$ cat src/rtl/rx_irq_pkg.sv
package rx_irq_pkg;
  localparam int unsigned SRC_SREQ = 0;
  localparam int unsigned SRC_ERR  = 1;
  localparam int unsigned N_SRC    = 2;
  typedef logic [N_SRC-1:0] src_vec_t;
endpackage

$ cat src/rtl/rx_lvl_cmp.sv
module rx_lvl_cmp #(
  parameter int unsigned LVL_W = 5
) (
  input  logic [LVL_W-1:0] level_i,
  input  logic [LVL_W-1:0] limit_i,
  input  logic             gate_i,
  output logic             req_o
);
  // strict compare; level never exceeds depth, so limit >= depth is inert
  assign req_o = gate_i && (level_i > limit_i);
endmodule

$ cat src/rtl/rx_err_sticky.sv
module rx_err_sticky #(
  parameter int unsigned N_EVT = 2
) (
  input  logic             clk_i,
  input  logic             rst_ni,
  input  logic [N_EVT-1:0] evt_i,
  input  logic             clr_i,
  output logic             flag_o
);
  logic any_evt;
  assign any_evt = |evt_i;

  // new event takes priority over a simultaneous clear
  always_ff @(posedge clk_i or negedge rst_ni) begin
    if (!rst_ni)      flag_o <= 1'b0;
    else if (any_evt) flag_o <= 1'b1;
    else if (clr_i)   flag_o <= 1'b0;
  end
endmodule

$ cat src/rtl/rx_irq_combine.sv
module rx_irq_combine #(
  parameter int unsigned N_SRC = 2
) (
  input  logic [N_SRC-1:0] raw_i,
  input  logic [N_SRC-1:0] mask_i,
  input  logic             ext_i,
  output logic [N_SRC-1:0] masked_o,
  output logic             irq_o
);
  for (genvar g = 0; g < N_SRC; g++) begin : g_mask
    assign masked_o[g] = raw_i[g] & mask_i[g];
  end
  assign irq_o = (|masked_o) | ext_i;
endmodule

$ cat src/rtl/rx_irq_ctrl.sv
module rx_irq_ctrl
  import rx_irq_pkg::*;
#(
  parameter int unsigned FIFO_DEPTH = 16,
  parameter int unsigned N_EVT      = 2,
  localparam int unsigned LVL_W     = $clog2(FIFO_DEPTH + 1)
) (
  input  logic             clk_i,
  input  logic             rst_ni,
  input  logic [LVL_W-1:0] level_i,
  input  logic [LVL_W-1:0] limit_i,
  input  logic             sreq_mask_i,
  input  logic             sreq_gate_i,
  input  logic             err_mask_i,
  input  logic [N_EVT-1:0] err_evt_i,
  input  logic             err_clr_i,
  input  logic             other_irq_i,
  output logic [N_SRC-1:0] raw_o,
  output logic [N_SRC-1:0] masked_o,
  output logic             irq_o
);
  src_vec_t raw, mask;

  rx_lvl_cmp #(.LVL_W(LVL_W)) u_cmp (
    .level_i (level_i),
    .limit_i (limit_i),
    .gate_i  (sreq_gate_i),
    .req_o   (raw[SRC_SREQ])
  );

  rx_err_sticky #(.N_EVT(N_EVT)) u_err (
    .clk_i  (clk_i),
    .rst_ni (rst_ni),
    .evt_i  (err_evt_i),
    .clr_i  (err_clr_i),
    .flag_o (raw[SRC_ERR])
  );

  always_comb begin
    mask           = '0;
    mask[SRC_SREQ] = sreq_mask_i;
    mask[SRC_ERR]  = err_mask_i;
  end

  rx_irq_combine #(.N_SRC(N_SRC)) u_comb (
    .raw_i    (raw),
    .mask_i   (mask),
    .ext_i    (other_irq_i),
    .masked_o (masked_o),
    .irq_o    (irq_o)
  );

  assign raw_o = raw;
endmodule

$ cat config.mk
export PLATFORM = sky130hd
export DESIGN_NAME = rx_irq_ctrl
export DESIGN_NICKNAME = d
export VERILOG_FILES = /design/src/rtl/rx_irq_pkg.sv /design/src/rtl/rx_lvl_cmp.sv /design/src/rtl/rx_err_sticky.sv /design/src/rtl/rx_irq_combine.sv /design/src/rtl/rx_irq_ctrl.sv
export SDC_FILE = /design/constraint.sdc
export NUM_CORES = 1
export LEC_CHECK = 0
export CAP_MARGIN = 20
export CORE_AREA = 2 2 39 41
export DETAILED_ROUTE_END_ITERATION = 12
export DIE_AREA = 0 0 41 43
export DONT_BUFFER_PORTS = 1
export HOLD_SLACK_MARGIN = 0.15
export PLACE_DENSITY = 0.35
export SLEW_MARGIN = 20
export SYNTH_ARGS = -nofsm -noshare
export SYNTH_HDL_FRONTEND = slang
export SYNTH_HIERARCHICAL = 1
export SYNTH_SLANG_ARGS = --single-unit
$ cat constraint.sdc
create_clock -name clk_i -period 1.9 [get_ports clk_i]
set_input_delay 0.38 -clock clk_i [delete_from_list [all_inputs] [get_ports clk_i]]
set_output_delay 0.38 -clock clk_i [all_outputs]
set_load 0.05 [all_outputs]
# == Word-level counts from Yosys, hierarchy flattened ==
# Cells that the tools add are included.
# op_classes
order_cmp,1
bitwise_logic,3
n_reduce_logical,4
muxes,2
# ops
operator,n
5-bit greater-than comparator,1
2-bit OR reduction,2
1-bit bitwise AND,2
1-bit two-way mux,2
2-bit nonzero test,1
1-bit logical AND,1
1-bit bitwise OR,1
# totals
regBits,1

# == Longest topological paths before layout ==
# logic_depth
depth_word,5
depth_mapped,6
mapped_depth_nobuf,6

# == Modules after synthesis ==
# Netlist, hierarchy kept.
# modules_own_cells
module,seq_area_each_um2,cells_each,n_inst,area_per_inst_um2
rx_lvl_cmp,0.0,18,1,123.9
rx_err_sticky,25.0,4,1,37.5
rx_irq_combine,0.0,3,1,23.8

# == Worst setup path after synthesis ==
# No wires, ideal clock.
# synth_timing
path_kind,in2out
startpoint,input port limit_i[4]
endpoint,output port irq_o
n_path_buf,0
path_stages,6
setup_slack_ps,-907
arrival_ps,2427
path_cell_list,inv_1 > ha_1 > nand4_1 > o22a_1 > a21oi_1 > a221o_1
# synth_via
elab_chain_cells,5
# synth_lines
element,line,rtl
start: declaration,rx_irq_ctrl.sv:11,"input logic [LVL_W-1:0] limit_i,"
5-bit greater-than comparator,rx_lvl_cmp.sv:10,assign req_o = gate_i && (level_i > limit_i);
1-bit logical AND,rx_lvl_cmp.sv:10,
named net raw_o[0],rx_irq_ctrl.sv:18,"output logic [N_SRC-1:0] raw_o,"
1-bit bitwise AND,rx_irq_combine.sv:11,assign masked_o[g] = raw_i[g] & mask_i[g];
2-bit OR reduction,rx_irq_combine.sv:13,assign irq_o = (|masked_o) | ext_i;
1-bit bitwise OR,rx_irq_combine.sv:13,
end: declaration,rx_irq_ctrl.sv:20,output logic irq_o
# The timed path passes the listed nets, and every way through them passes these cells.

# == Worst setup path after layout ==
# layout_timing
startpoint,input port limit_i[2]
endpoint,output port irq_o
# layout_via
elab_chain_cells,5
# layout_lines
element,line
5-bit greater-than comparator,rx_lvl_cmp.sv:10
1-bit logical AND,rx_lvl_cmp.sv:10
1-bit bitwise AND,rx_irq_combine.sv:11
2-bit OR reduction,rx_irq_combine.sv:13
1-bit bitwise OR,rx_irq_combine.sv:13
# No other way between the ends.

==> metrics.cfg <==
[status]
outcome=complete, but fails checks
failed_checks=negative setup slack

[setup_path]
rr_startpoint=u_err/flag_o
reg2reg_slack_ns=1.08
worstRegToRegCells=3
path_class=in2out
cp.arrival_ns=1.54
required_ns=1.52
end_kind=output pin
slowest_delay_ns=0.49
regToRegEndpoint=u_err/flag_o
crit_fanout=3
path_cells=inv_12, ha_4, nand4_1, o21ai_1, buf_4, a21oi_4, a221o_2
critPathLaunchType=input pin
crit_family=compound AO/OA/AOI/OAI gates
critical-path-slowest-cell=a221o_2
cp_num_buf_inv=2

[job]
maxCapViolations=0

[synth]
synth_ff_type=dfrtp_1
synth_top_area_frac=0.338
yosys-top-cells-area=ha_1 (34%), inv_1 (14%), dfrtp_1 (14%), a21oi_1 (8.1%), a221o_1 (5.4%)
yosysMostFrequentCell=inv_1
ys_warn_count=6
syn-num-nets=49
synth_edf_count=0
ys_async_sr_fraction=1.00
syn_inst=25
ys_types=13
netlist_area_um2=185
ys_seq_area_frac=0.135
avgSynthCellArea_um2=7.41
netlist_top_cells_count=inv_1 (7), ha_1 (5), a21oi_1 (3)
ys_seq_elements=1
post-synth-top-area-cell=ha_1

[global_routing]
grtUsageMet2=0.0594
grt_util_all_layers=0.0400
grt_use_met3=0
antenna_found_initial=0
grtUsageMet1=0.0669
grt_pass1_wl_um=538
grt.overflow.total=0
grt_start_max_net_pins=4
grt_busiest_layer=met1
grt_pass1_vias=143

[timing]
setup_viol=1
finalHoldViolCount=0
tns_ns=-0.0232
slew_viol_final=0
rsz0062_at_grt=yes
fin_crit_ns=1.92
finClkSkew_ns=0
period_share=1.01
worstMarginPinSlew_ns=0.265
max-slew-margin-rel=0.824
layout_setup_ws_ns=-0.0232
fmax_mhz=520

[routing]
firstDrtPassIters=1
drt.antenna.violating_nets=0
vias=189
drcViolationCount=0
wire_per_inst_um=8.87
via_per_inst=4.11
wirelength_um=408
drt_iter0_drc=0

[finish]
diodes=0
syn_to_final_growth_pct=77.0
largest_register_ffs=1
largestRegisters=u_err/flag_o: 1 flops
fin_nets=56
top_register=u_err/flag_o
drive_gt1_frac=0.500

[min_path]
hold_depth=1
hold_class=in2reg
hold_path_end=u_err/flag_o
min_from=err_clr_i

[cts]
postCtsSetupRepairBufs=0
clk_pin_slew_ns=0
clock_latency_ns=0

[power_and_ir_drop]
peakVddDrop_mv=0.114
p_leak_nw=0.135
p_per_area_mw_per_mm2=320
total_power_mw=0.105

[floorplanning]
rows=14
die_w_um=41
die-area_mm2=0.00176
pin_count=24
core_mm2=0.00138
start_util=0.134
die_h_um=43

[place]
place_congestion=0.581
portBuffers=0

==> cell usage in the layout, fill, tap and decap left out <==
cell type / n
nand4_1: 1
inv_4: 3
o21ai_1: 2
a221o_2: 1
inv_1: 3
a21oi_1: 2
ha_1: 1
and2_1: 1
ha_4: 4
nor2_1: 1
dfrtp_1: 1
a21oi_4: 1
o22a_1: 1
nand2_1: 1
inv_12: 1
and2_2: 1
dlygate4sd3_1: 1
buf_4: 4
==> kinds of logic after synthesis <==
family | synth area share
DFF | 0.135
AOI/OAI and AO/OA | 0.236
adders and majority gates | 0.338
buffers and inverters | 0.142
and+or+nand+nor | 0.149
==> worst reg2reg max path, delay by kind of cell (launching register included) <==
kind / cells / cell delay (ns)
AOI/OAI and AO/OA: 1 / 0.06
buffers and inverters: 2 / 0.27
DFF: 1 / 0.37
==> layout make-up <==
| cell class | count | area [um^2] |
|---|---|---|
| Fill cell | 150 | 1060 |
| Inverter | 7 | 46.3 |
| Multi-Input combinational cell | 17 | 196 |
| Sequential cell | 1 | 25.0 |
| Tap cell | 16 | 20.0 |
| Timing Repair Buffer | 5 | 40.0 |
==> where the power goes <==
group / total (mW) / internal [mW] / switching [mW]
registers: 0.0235 / 0.0227 / 0.000785
logic: 0.0815 / 0.0333 / 0.0482
clock network: 0 / 0 / 0
total: 0.105 / 0.0560 / 0.0490
==> routing by layer <==
metal	vias up	part of all wire
met5	-	0
met3	0	0.19
met1	74	0.40
met4	0	0
li1	95	-
met2	20	0.40
==> repair_timing <==
action                                  4_1_cts  5_1_grt
hold endpoints to repair                      1        0
hold buffers                                  1        0
endpoints found under the setup margin        1        1
resized for setup                             1        0
==> worst max-delay path by stage <==
stage / from / to / slack, ns / cells past startpoint
after floorplan: limit_i[2] / irq_o / -0.17 / 6
after global placement: limit_i[2] / irq_o / -0.04 / 7
after detailed placement: limit_i[2] / irq_o / -0.05 / 7
after CTS: limit_i[2] / irq_o / -0.02 / 7
after global routing: limit_i[2] / irq_o / -0.08 / 7
final: limit_i[2] / irq_o / -0.02 / 7
==> per-stage QoR <==
stage          hold WS, ns   util  setup WS (ns)  area [um^2]  cells
6_report             0.464  0.237        -0.0232          328     46
5_1_grt              0.471  0.237        -0.0759          328     46
4_1_cts              0.465  0.237        -0.0206          328     46
3_5_place_dp        0.0845  0.230        -0.0462          318     45
3_3_place_gp        0.0844  0.230        -0.0411          318     45
2_1_floorplan       0.0844      -         -0.171          268     25
(Power assumes the default switching activity.)
